<file path="config.mk">
export PLATFORM = sky130hd
export DESIGN_NAME = ifx_exec_unit
export DESIGN_NICKNAME = d
export VERILOG_FILES = /design/src/rtl/ifx_pkg.sv /design/src/rtl/ifx_field_split.sv /design/src/rtl/ifx_imm_ext.sv /design/src/rtl/ifx_result_mux.sv /design/src/rtl/ifx_exec_unit.sv
export SDC_FILE = /design/constraint.sdc
export NUM_CORES = 1
export LEC_CHECK = 0
export ABC_CLOCK_PERIOD_IN_PS = 800
export CAP_MARGIN = 0
export CORE_MARGIN = 4
export CORE_UTILIZATION = 35
export CTS_CLUSTER_DIAMETER = 50
export DETAILED_ROUTE_END_ITERATION = 6
export PLACE_DENSITY_LB_ADDON = 0.12
export SETUP_SLACK_MARGIN = 0.3
export SLEW_MARGIN = 5
export SYNTH_ARGS = -nofsm -noshare
export SYNTH_HDL_FRONTEND = slang
export SYNTH_SLANG_ARGS = --single-unit
</file>
<file path="constraint.sdc">
create_clock -name clk -period 0.8 [get_ports clk]
set_input_delay 0.16 -clock clk [delete_from_list [all_inputs] [get_ports clk]]
set_output_delay 0.16 -clock clk [all_outputs]
set_load 0.02 [all_outputs]
</file>
<file path="src/rtl/ifx_pkg.sv">
package ifx_pkg;

    localparam int OPC_W  = 6;
    localparam int REG_AW = 5;
    localparam int IMM_W  = 16;

    localparam logic [OPC_W-1:0] OPC_ADD_IMM  = 6'd9;
    localparam logic [OPC_W-1:0] OPC_LTU_IMM  = 6'd11;
    localparam logic [OPC_W-1:0] OPC_OR_IMM   = 6'd13;
    localparam logic [OPC_W-1:0] OPC_HIGH_IMM = 6'd15;

    typedef enum logic [2:0] {
        OP_NONE = 3'd0,
        OP_ADD  = 3'd1,
        OP_LTU  = 3'd2,
        OP_OR   = 3'd3,
        OP_HIGH = 3'd4
    } op_e;

    typedef enum logic [1:0] {
        EXT_SIGN = 2'd0,
        EXT_ZERO = 2'd1,
        EXT_HIGH = 2'd2
    } ext_e;

    typedef struct packed {
        op_e               op;
        ext_e              ext;
        logic              illegal;
        logic [REG_AW-1:0] src;
        logic [REG_AW-1:0] tgt;
        logic [IMM_W-1:0]  imm;
    } dec_t;

endpackage

</file>
<file path="src/rtl/ifx_field_split.sv">
module ifx_field_split
    import ifx_pkg::*;
#(
    parameter int INSTR_W = 32
) (
    input  logic [INSTR_W-1:0] instr,
    output dec_t               dec
);
    localparam int OPC_LSB = INSTR_W - OPC_W;
    localparam int SRC_LSB = OPC_LSB - REG_AW;
    localparam int TGT_LSB = SRC_LSB - REG_AW;

    logic [OPC_W-1:0] opc;

    always_comb begin
        opc         = instr[INSTR_W-1:OPC_LSB];
        dec.src     = instr[OPC_LSB-1:SRC_LSB];
        dec.tgt     = instr[SRC_LSB-1:TGT_LSB];
        dec.imm     = instr[IMM_W-1:0];
        dec.op      = OP_NONE;
        dec.ext     = EXT_SIGN;
        dec.illegal = 1'b0;
        case (opc)
            OPC_ADD_IMM: begin
                dec.op  = OP_ADD;
                dec.ext = EXT_SIGN;
            end
            OPC_LTU_IMM: begin
                dec.op  = OP_LTU;
                dec.ext = EXT_SIGN;
            end
            OPC_OR_IMM: begin
                dec.op  = OP_OR;
                dec.ext = EXT_ZERO;
            end
            OPC_HIGH_IMM: begin
                dec.op  = OP_HIGH;
                dec.ext = EXT_HIGH;
            end
            default: begin
                dec.op      = OP_NONE;
                dec.illegal = 1'b1;
            end
        endcase
    end

    // decode flags exactly the non-listed opcodes
    always_comb begin
        a_r6_decode_flag: assert ((dec.op == OP_NONE) == dec.illegal);
    end

endmodule

</file>
<file path="src/rtl/ifx_imm_ext.sv">
module ifx_imm_ext
    import ifx_pkg::*;
#(
    parameter int DATA_W = 32
) (
    input  logic [IMM_W-1:0]  imm,
    input  ext_e              mode,
    output logic [DATA_W-1:0] ext
);
    localparam int PAD_W = DATA_W - IMM_W;

    always_comb begin
        case (mode)
            EXT_SIGN: ext = {{PAD_W{imm[IMM_W-1]}}, imm};
            EXT_ZERO: ext = {{PAD_W{1'b0}}, imm};
            EXT_HIGH: ext = {imm, {PAD_W{1'b0}}};
            default:  ext = '0;
        endcase
    end

endmodule

</file>
<file path="src/rtl/ifx_result_mux.sv">
module ifx_result_mux
    import ifx_pkg::*;
#(
    parameter int DATA_W = 32
) (
    input  op_e               op,
    input  logic [DATA_W-1:0] rs_val,
    input  logic [DATA_W-1:0] ext_imm,
    output logic [DATA_W-1:0] res
);
    logic [DATA_W-1:0] sum;
    logic              below;

    always_comb begin
        sum   = rs_val + ext_imm;
        below = (rs_val < ext_imm);
        case (op)
            OP_ADD:  res = sum;
            OP_LTU:  res = {{(DATA_W-1){1'b0}}, below};
            OP_OR:   res = rs_val | ext_imm;
            OP_HIGH: res = ext_imm;
            default: res = '0;
        endcase
    end

endmodule

</file>
<file path="src/rtl/ifx_exec_unit.sv">
module ifx_exec_unit
    import ifx_pkg::*;
#(
    parameter int DATA_W  = 32,
    parameter int INSTR_W = 32
) (
    input  logic               clk,
    input  logic               rst_n,
    input  logic [INSTR_W-1:0] instr_i,
    input  logic [DATA_W-1:0]  rs_val_i,
    output logic [REG_AW-1:0]  rs_addr_o,
    output logic [DATA_W-1:0]  result_o,
    output logic [REG_AW-1:0]  dest_o,
    output logic               wr_en_o,
    output logic               illegal_o
);
    localparam int OPC_LSB  = INSTR_W - OPC_W;
    localparam int HALF_PAD = DATA_W - IMM_W;

    typedef struct packed {
        logic [DATA_W-1:0] result;
        logic [REG_AW-1:0] dest;
        logic              wr_en;
        logic              illegal;
        logic              seen;
    } stage_t;

    dec_t              dec;
    logic [DATA_W-1:0] ext_imm;
    logic [DATA_W-1:0] alu_res;
    stage_t            stage_d, stage_q;

    ifx_field_split #(.INSTR_W(INSTR_W)) u_split (
        .instr (instr_i),
        .dec   (dec)
    );

    ifx_imm_ext #(.DATA_W(DATA_W)) u_ext (
        .imm  (dec.imm),
        .mode (dec.ext),
        .ext  (ext_imm)
    );

    ifx_result_mux #(.DATA_W(DATA_W)) u_mux (
        .op      (dec.op),
        .rs_val  (rs_val_i),
        .ext_imm (ext_imm),
        .res     (alu_res)
    );

    always_comb begin
        stage_d.seen    = 1'b1;
        stage_d.illegal = dec.illegal;
        if (dec.illegal) begin
            stage_d.result = '0;
            stage_d.dest   = '0;
            stage_d.wr_en  = 1'b0;
        end else begin
            stage_d.result = alu_res;
            stage_d.dest   = dec.tgt;
            stage_d.wr_en  = (dec.tgt != '0);
        end
    end

    always_ff @(posedge clk or negedge rst_n) begin
        if (!rst_n) begin
            stage_q <= '0;
        end else begin
            stage_q <= stage_d;
        end
    end

    assign rs_addr_o = dec.src;
    assign result_o  = stage_q.result;
    assign dest_o    = stage_q.dest;
    assign wr_en_o   = stage_q.wr_en;
    assign illegal_o = stage_q.illegal;

    // an unsupported opcode never writes
    a_r6_illegal_no_write: assert property (@(posedge clk) disable iff (!rst_n)
        illegal_o |-> (!wr_en_o && result_o == '0 && dest_o == '0));

    // register 0 is never written
    a_r7_zero_dest: assert property (@(posedge clk) disable iff (!rst_n)
        wr_en_o |-> (dest_o != '0));

    // wrapping add of the sign-extended immediate, one cycle later
    a_r2_add_wrap: assert property (@(posedge clk) disable iff (!rst_n)
        (stage_q.seen && $past(instr_i[INSTR_W-1:OPC_LSB]) == OPC_ADD_IMM) |->
        (result_o == $past(rs_val_i) +
            {{HALF_PAD{$past(instr_i[IMM_W-1])}}, $past(instr_i[IMM_W-1:0])}));

    // unsigned compare yields only 0 or 1
    a_r3_ltu_bool: assert property (@(posedge clk) disable iff (!rst_n)
        (stage_q.seen && $past(instr_i[INSTR_W-1:OPC_LSB]) == OPC_LTU_IMM) |->
        (result_o[DATA_W-1:1] == '0));

    // load-upper clears the low half and holds the immediate high
    a_r5_high_fill: assert property (@(posedge clk) disable iff (!rst_n)
        (stage_q.seen && $past(instr_i[INSTR_W-1:OPC_LSB]) == OPC_HIGH_IMM) |->
        (result_o[IMM_W-1:0] == '0 &&
         result_o[DATA_W-1:DATA_W-IMM_W] == $past(instr_i[IMM_W-1:0])));

    // flags are all clear until the first instruction is registered
    a_r8_reset_quiet: assert property (@(posedge clk) disable iff (!rst_n)
        !stage_q.seen |-> (!wr_en_o && !illegal_o));

endmodule

</file>
==> results_tabular.tex, run 1 <==
\begin{tabular}{lr}
\hline
Metric & Value \\
\hline
\multicolumn{2}{l}{\textbf{Outcome}} \\
\quad Outcome & finished with violations \\
\quad Failing checks & negative hold slack, negative setup slack \\
\multicolumn{2}{l}{\textbf{Floorplanning}} \\
\quad Die width & 128 um \\
\quad Die height & 128 um \\
\quad Count of pins on the block boundary & 110 \\
\quad Effective utilization at floorplan & a little over a third \\
\quad Die footprint & 0.0164 mm2 \\
\quad Core ar. & around 0.014 mm2 \\
\quad Row count & 43 \\
\multicolumn{2}{l}{\textbf{Pwr}} \\
\quad Worst IR Drop VDD & roughly 1.2 mV \\
\quad Power share of the clock group & about a quarter \\
\quad Comb power frac & $\sim$56\% \\
\quad Total power per unit cell area & around 1000 mW/mm2 \\
\quad Overall power of the completed layout & 10.2 mW \\
\quad Net Switching & between 3 and 4 mW \\
\quad Share of total power in sequential cells & a little under 20\% \\
\quad Switching power as a share of total power & 36.0\% \\
\quad Leakage power total & around 4.9 nW \\
\quad Cell-internal power & around 6.5 mW \\
\multicolumn{2}{l}{\textbf{Synth}} \\
\quad Proportion of netlist area held by the largest area contributor & between 20 and 30\% \\
\quad Post-synth top flop & sky130\_fd\_sc\_hd\_\_dfrtp\_1 \\
\quad Nets in the synthesized netlist & slightly above 800 \\
\quad Cell area after technology mapping & a little over 0.005 mm2 \\
\quad Post-synthesis sequential element count & 39 \\
\quad Area contributors post-synth & sky130\_fd\_sc\_hd\_\_ha\_1, sky130\_fd\_sc\_hd\_\_dfrtp\_1, sky130\_fd\_sc\_hd\_\_a21oi\_1, sky130\_fd\_sc\_hd\_\_inv\_1, sky130\_fd\_sc\_hd\_\_nor2\_1 \\
\quad Avg Cell Area, Syn & 7.81 um2 \\
\quad Number of instances in the synthesized netlist & between 600 and 700 \\
\quad Number of unique standard cell types used by synthesis & 63 \\
\quad Total of warnings raised by yosys & 0 \\
\quad Share of the yosys chip area belonging to registers & between 15 and 20\% \\
\quad Number of enable-type register cells in the synthesized netlist & 0 \\
\quad Async set-or-reset flop fraction in the synthesized netlist & 100\% \\
\quad Yosys top cell by area & sky130\_fd\_sc\_hd\_\_ha\_1 \\
\multicolumn{2}{l}{\textbf{Timing}} \\
\quad Final TNS setup & -58.61 ns \\
\quad Final setup viols & roughly 70 \\
\quad Final slew viol count & 0 \\
\quad Final hold slack & -0.168 ns \\
\quad Final clock period utilization by the worst path & 337\% \\
\quad Maximum operating frequency & 371 MHz \\
\quad Least-Margin Pin Slew & 0.402 ns \\
\quad Fin worst setup slack & -1.89 ns \\
\quad Unrepaired setup endpoints after global routing & yes \\
\quad Worst relative slew slack & approximately 73\% \\
\quad Period minus WS final & between 2 and 3 ns \\
\quad Total count of hold-check failures in the final report & 39 \\
\multicolumn{2}{l}{\textbf{Critical path}} \\
\quad Critical path startpoint category & input port \\
\quad CP max stage delay & around 0.31 ns \\
\quad Required time reported for the critical path endpoint & about 0.98 ns \\
\quad Critical setup path kind & in2reg \\
\quad Worst-path cell chain & buf\_6 > nor2\_4 > and3\_4 > and2\_4 > nand2\_8 > buf\_12 > nand2\_8 > buf\_6 > inv\_4 > ha\_4 > a21oi\_4 > o21ai\_2 > a21o\_1 > o2111ai\_4 > buf\_4 > a21oi\_2 > or3\_1 > a31o\_1 \\
\quad Critical Path Sink & result\_o[24] \\
\quad Nature of the critical path endpoint & register \\
\quad Startpoint of the worst setup timing path & instr\_i[31] \\
\quad Critical-path maximum fanout & 6 \\
\quad Data arrival, critical path & about 2.9 ns \\
\quad Library cell contributing the largest single delay on the critical path & sky130\_fd\_sc\_hd\_\_or3\_1 \\
\multicolumn{2}{l}{\textbf{GRT}} \\
\quad Number of antenna violations at the first check in global routing & 0 \\
\quad Largest net degree at the start of global routing & 40 \\
\quad Via count of the first global-routing pass & 6429 \\
\quad Total global routing track utilization & about a quarter \\
\quad Global-route wire length before repair & approximately 32000 um \\
\quad Overflow after GRT & 0 \\
\multicolumn{2}{l}{\textbf{Layout}} \\
\quad Post-layout net count & 1174 \\
\quad Antenna diode count & 0 \\
\quad Filler cells & 1064 \\
\quad Layout area overhead & 96.7\% \\
\quad Fin cells & roughly 1200 \\
\quad Fraction of layout cells with a size suffix above 1 & 51.0\% \\
\quad Post-Route Utilization & 71.0\% \\
\multicolumn{2}{l}{\textbf{Placed design}} \\
\quad Half-perimeter wire length of the detailed placement result & approximately 16000 um \\
\quad Placed instance count & around 1100 \\
\quad Port bufs & 99 \\
\quad Final estimated routing congestion in global placement & between 0.9 and 1 \\
\multicolumn{2}{l}{\textbf{Clock tree}} \\
\quad Clock-pin slew reported for the worst setup and hold paths after clock tree synthesis & 0.07 ns \\
\quad Clock buffers created by TritonCTS & 5 \\
\quad Clock Tree Buf Depth & 2 \\
\quad Root cell of the clock tree & sky130\_fd\_sc\_hd\_\_clkbuf\_16 \\
\quad Number of sinks on the clock net & 39 \\
\quad Number of H-tree levels & 2 \\
\quad CTS tree & built \\
\multicolumn{2}{l}{\textbf{Routing}} \\
\quad 1st-pass router iterations & 5 \\
\quad Routed WL per cell & approximately 17 um \\
\quad Detail-routed via count per cell & 5.11 \\
\quad Drt first-iter violations & approximately 340 \\
\quad \# DRC & 0 \\
\quad Via count & between 6000 and 7000 \\
\quad Post-detailed-routing wire length & $\sim$20000 um \\
\quad Count of antenna-violating nets left after detailed routing & 0 \\
\multicolumn{2}{l}{\textbf{Job}} \\
\quad Max Cap Violations & 0 \\
\multicolumn{2}{l}{\textbf{Worst hold path}} \\
\quad Hold crit path type & in2async \\
\hline
\end{tabular}
[worst min path at each step]
stage / to / from / slack, ns / cells after the start
CTS: result_o[19] / rst_n / -0.16 / 2
finish: result_o[27] / rst_n / -0.17 / 2
detailed placement: result_o[5] / rst_n / 0.16 / 2
global placement: result_o[5] / rst_n / 0.16 / 2
floorplan: dest_o[0] / rst_n / -0.14 / 0
global route: result_o[19] / rst_n / -0.15 / 2
[final cells by class]
| class | instances | area (um2) | area share, % |
|---|---|---|---|
| multi-input cells | 491 | 4930 | 49.6 |
| clock inverters | 3 | 43.8 | 0.441 |
| well taps | 180 | 225 | 2.27 |
| clock buffers | 5 | 125 | 1.26 |
| repair buffers | 373 | 3310 | 33.3 |
| inverters | 88 | 333 | 3.35 |
| flip-flops and latches | 39 | 976 | 9.82 |
[power by group through the flow]
stage	clock network [mW]	registers, mW	logic [mW]
after CTS	2.51	2.03	5.26
after floorplan	0	2.10	2.24
after global placement	0	2.05	4.43
after global routing	2.58	2.03	6.18
final	2.43	2.03	5.77
after detailed placement	0	2.06	4.50
[kinds of logic (layout without fill, tap and decap cells)]
logic type      Yosys count  in the layout  share of synthesized area [%]
compound gates          185            185                           23.0
mux                       3              3                          0.595
simple gates            171            172                           16.3
xor+xnor                 21             21                           3.64
fa+ha+maj               110            110                           27.4
buf+inv                 118            469                           9.69
flops                    39             39                           19.3
[through the flow]
step	worst slack [ns]	instance area (um2)
final	-1.89	9940
after global routing	-1.95	9940
after CTS	-1.87	9470
after detailed placement	-2.68	8320
after global placement	-2.65	8320
after floorplan	-2.03	5660
[cells in the mapped netlist (all sizes together), types with 7 or more instances]
master,count
buf,9
o21ai,26
a21o,7
nand2b,11
nand3,10
and2,9
xnor2,17
a21oi,72
a31oi,9
o21bai,12
dfrtp,39
nor3,8
and3,8
nor2b,7
inv,88
o22ai,24
nor2,49
clkbuf,21
nand2,46
ha,109
nor4,7
[placed cells by master, fill, tap and decap left out, drive strengths merged, types with 7 or more instances in the layout]
| master | instances |
|---|---|
| buf | 318 |
| ha | 109 |
| inv | 88 |
| a21oi | 72 |
| clkdlybuf4s50 | 50 |
| nor2 | 49 |
| nand2 | 47 |
| dfrtp | 39 |
| o21ai | 26 |
| o22ai | 24 |
| xnor2 | 17 |
| o21bai | 12 |
| nand2b | 11 |
| nand3 | 10 |
| and2 | 9 |
| a31oi | 9 |
| nor3 | 8 |
| and3 | 8 |
| a21o | 7 |
| nor4 | 7 |
| nor2b | 7 |
[flip-flops by register name, indices dropped and copies added (netlist names)]
signal     flops
result_o      32
illegal_o      1
wr_en_o        1
dest_o         5
[layer usage]
layer	routed length, um	GRT usage (%)
met5	0	0
met4	499	7.30
met3	904	4.67
met1	8040	27.6
met2	11100	46.5
[critical path, delay by kind of cell]
kind	cells	cell delay, ns
AO/OA/AOI/OAI	6	1.06
AND/OR/NAND/NOR	6	0.94
adder cells (fa/ha/maj)	1	0.16
buffers and inverters	5	0.54
[repair_timing]
action	CTS	global route
endpoints found under the hold margin	39	39
cloned	1	0
pin swaps	62	57
setup endpoints to repair	78	78
gates resized for setup	389	68
setup buffers	29	21
No activity file was read; power rests on OpenSTA's default activity.
==> run 2: changes to the inputs <==
ABC_CLOCK_PERIOD_IN_PS = 2500   (was 800)
CTS_CLUSTER_SIZE = 28   (was not set)
clock period = 2.5 ns   (was 0.8 ns; I/O delays follow)
==> results_tabular.tex, run 2 (synthesis results as in run 1) <==
\begin{tabular}{lr}
\hline
Metric & Value \\
\hline
\multicolumn{2}{l}{\textbf{Outcome}} \\
\quad Outcome & finished with violations (unchanged) \\
\quad Failing checks & negative setup slack (was negative hold slack, negative setup slack) \\
\multicolumn{2}{l}{\textbf{Timing}} \\
\quad Final TNS setup & -9.53 ns (was -58.61 ns) \\
\quad Worst relative slew slack & 66.0\% (was 72.9\%) \\
\quad Unrepaired setup endpoints after global routing & yes (unchanged) \\
\quad Final clock period utilization by the worst path & 122\% \\
\quad Total count of hold-check failures in the final report & 0 (was 39) \\
\quad Maximum operating frequency & about 330 MHz \\
\quad Least-Margin Pin Slew & 0.509 ns (was 0.402 ns) \\
\quad Period minus WS final & 3.05 ns \\
\quad Final setup viols & 28 (was 71) \\
\quad Fin worst setup slack & -0.550 ns (was -1.89 ns) \\
\quad Final slew viol count & 0 (unchanged) \\
\multicolumn{2}{l}{\textbf{Layout}} \\
\quad Area occupied by multi-input gates & 0.00488 mm2 (was 0.00493 mm2) \\
\quad Final Instance Area & 0.00982 mm2 (was 0.00994 mm2) \\
\quad Most frequent standard cell in the layout excluding fill and tap cells & sky130\_fd\_sc\_hd\_\_buf\_4 (unchanged) \\
\quad Fin cells & 1176 (was 1179) \\
\quad Largest register FFs & 32 (unchanged) \\
\quad Layout area overhead & 94.3\% (was 96.7\%) \\
\quad Filler cells & 1039 (was 1064) \\
\quad Register cell area after layout & 976 um2 (unchanged) \\
\quad Commonest cells after routing, fill and taps aside & sky130\_fd\_sc\_hd\_\_buf\_4, sky130\_fd\_sc\_hd\_\_clkdlybuf4s50\_1, sky130\_fd\_sc\_hd\_\_inv\_1, sky130\_fd\_sc\_hd\_\_ha\_1, sky130\_fd\_sc\_hd\_\_nor2\_1 (was sky130\_fd\_sc\_hd\_\_buf\_4, sky130\_fd\_sc\_hd\_\_buf\_6, sky130\_fd\_sc\_hd\_\_inv\_1, sky130\_fd\_sc\_hd\_\_ha\_1, sky130\_fd\_sc\_hd\_\_clkdlybuf4s50\_1) \\
\quad Antenna diode count & 0 (unchanged) \\
\quad Post-layout net count & 1171 (was 1174) \\
\quad Fraction of layout cells with a size suffix above 1 & 47.0\% (was 51.0\%) \\
\quad Post-Route Utilization & 70.2\% (was 71.0\%) \\
\multicolumn{2}{l}{\textbf{GRT}} \\
\quad Global-route wire length before repair & 31300 um (was 32200 um) \\
\quad Largest net degree at the start of global routing & 37 (was 40) \\
\quad Overflow after GRT & 0 (unchanged) \\
\quad Total global routing track utilization & 24.0\% (was 24.6\%) \\
\quad Via count of the first global-routing pass & 6309 (was 6429) \\
\quad Number of antenna violations at the first check in global routing & 0 (unchanged) \\
\multicolumn{2}{l}{\textbf{Placed design}} \\
\quad Half-perimeter wire length of the detailed placement result & 15400 um (was 15600 um) \\
\quad Port bufs & 99 (unchanged) \\
\quad Pre-CTS worst setup slack & -1.35 ns (was -2.68 ns) \\
\quad Placed instance count & 1119 (was 1120) \\
\quad Cell area reported after detailed placement & 0.00833 mm2 (was 0.00832 mm2) \\
\quad Final estimated routing congestion in global placement & 0.948 (was 0.924) \\
\multicolumn{2}{l}{\textbf{Critical path}} \\
\quad Startpoint of the worst setup timing path & instr\_i[30] (was instr\_i[31]) \\
\quad Critical setup path kind & in2reg (unchanged) \\
\quad Nature of the critical path endpoint & register (unchanged) \\
\quad CP max stage delay & 0.34 ns (was 0.31 ns) \\
\quad Critical path startpoint category & input port (unchanged) \\
\quad Gate family responsible for the most delay along the worst path & simple AND/OR/NAND/NOR gates (was compound AO/OA/AOI/OAI gates) \\
\quad Library cell contributing the largest single delay on the critical path & sky130\_fd\_sc\_hd\_\_or3\_1 (unchanged) \\
\quad Worst-path cell chain & buf\_6 > nor2\_4 > and3\_4 > and2\_4 > nand2\_8 > buf\_12 > nand2\_4 > ha\_4 > and3\_4 > buf\_4 > buf\_4 > nand3\_4 > a21oi\_4 > o2111ai\_4 > a2111oi\_4 > or3\_1 > a31o\_1 (was buf\_6 > nor2\_4 > and3\_4 > and2\_4 > nand2\_8 > buf\_12 > nand2\_8 > buf\_6 > inv\_4 > ha\_4 > a21oi\_4 > o21ai\_2 > a21o\_1 > o2111ai\_4 > buf\_4 > a21oi\_2 > or3\_1 > a31o\_1) \\
\quad Data arrival, critical path & 3.25 ns (was 2.88 ns) \\
\quad Required time reported for the critical path endpoint & 2.70 ns (was 0.98 ns) \\
\quad Buffer and inverter count on the worst path & 4 (was 5) \\
\quad Critical-path maximum fanout & 8 (was 6) \\
\multicolumn{2}{l}{\textbf{Routing}} \\
\quad 1st-pass router iterations & 5 (unchanged) \\
\quad Detail-routed via count per cell & 5.16 (was 5.11) \\
\quad Drt first-iter violations & 256 (was 337) \\
\quad \# DRC & 0 (unchanged) \\
\quad Via count & 6067 (was 6029) \\
\quad Routed WL per cell & 17.7 um (was 17.4 um) \\
\quad Post-detailed-routing wire length & 20800 um (was 20500 um) \\
\quad Count of antenna-violating nets left after detailed routing & 0 (unchanged) \\
\multicolumn{2}{l}{\textbf{Clock tree}} \\
\quad CTS tree & built (unchanged) \\
\quad Number of sinks on the clock net & 39 (unchanged) \\
\quad Clock Tree Buf Depth & 2 (unchanged) \\
\quad Number of H-tree levels & 2 (unchanged) \\
\quad Clock-pin slew reported for the worst setup and hold paths after clock tree synthesis & 0.07 ns (about the same) \\
\quad Clock buffers created by TritonCTS & 5 (unchanged) \\
\quad Hold Buf Count CTS & 0 \\
\quad Root cell of the clock tree & sky130\_fd\_sc\_hd\_\_clkbuf\_16 (unchanged) \\
\multicolumn{2}{l}{\textbf{Pwr}} \\
\quad Leakage power total & 4.71 nW (was 4.91 nW) \\
\quad Worst IR Drop VDD & 0.224 mV (was 1.22 mV) \\
\quad Total power per unit cell area & 322 mW/mm2 (was 1030 mW/mm2) \\
\multicolumn{2}{l}{\textbf{Floorplanning}} \\
\quad Die footprint & 0.0164 mm2 (unchanged) \\
\quad Effective utilization at floorplan & 36.1\% (unchanged) \\
\quad Die height & 128 um (unchanged) \\
\quad Core ar. & 0.0140 mm2 (unchanged) \\
\quad Count of pins on the block boundary & 110 (unchanged) \\
\quad Row count & 43 (unchanged) \\
\quad Die width & 128 um (unchanged) \\
\multicolumn{2}{l}{\textbf{Job}} \\
\quad Max Cap Violations & 0 (unchanged) \\
\multicolumn{2}{l}{\textbf{Worst hold path}} \\
\quad Hold crit path type & in2async (unchanged) \\
\hline
\end{tabular}
run 2: cell count changes in the layout (fill, tap and decap cells not counted), moves of 4 or more:
cell | previous run | this run
sky130_fd_sc_hd__buf_12 | 4 | 9
sky130_fd_sc_hd__clkdlybuf4s50_1 | 50 | 92
sky130_fd_sc_hd__o22ai_1 | 18 | 22
sky130_fd_sc_hd__buf_4 | 226 | 233
sky130_fd_sc_hd__o22ai_2 | 6 | 2
sky130_fd_sc_hd__buf_6 | 85 | 32
run 2: final cells by class:
type	count	share of cell area, %
multi-input cells	490	49.7
flip-flops and latches	39	9.94
clock inverters	3	0.204
well taps	180	2.29
repair buffers	371	33.2
clock buffers	5	1.27
inverters	88	3.42
run 2: repair_timing:
item | in CTS | in global routing
buffers inserted | 28 | 21
hold endpoints to repair | 0 | 0
endpoints found under the setup margin | 32 | 30
pin swaps | 65 | 48
gates resized for setup | 133 | 72
run 2: through the flow:
step | hold WS [ns] | total power [mW]
2_1_floorplan | 0.204 | 1.39
5_1_grt | 0.186 | 3.32
3_3_place_gp | 0.496 | 2.06
6_report | 0.159 | 3.16
3_5_place_dp | 0.492 | 2.09
4_1_cts | 0.169 | 2.97
run 2: worst max path at each step:
stage,depth (start not counted),endpoint,slack [ns]
final,17,result_o[28],-0.55
after global routing,16,result_o[28],-0.62
after CTS,15,result_o[29],-0.54
after detailed placement,14,result_o[28],-1.35
after global placement,15,result_o[22],-1.29
after floorplan,15,result_o[28],-0.67
run 2: power by group:
group          internal (mW)  total, mW  leakage, nW  switching (mW)
Clock                  0.369      0.679       0.0658           0.310
Sequential             0.642      0.646        0.537         0.00401
Combinational          0.969       1.83         4.11           0.863
Total                   1.98       3.16         4.71            1.18
run 2: layer usage:
layer / wire length, um / GRT usage, % / vias up / share of wire [%]
met1: 8260 / 27.8 / 2940 / 40
met4: 747 / 8.18 / 0 / 3.6
met2: 11000 / 44.8 / 165 / 53
met5: 0 / 0 / - / 0
met3: 762 / 3.29 / 58 / 3.7
li1: - / - / 2904 / -
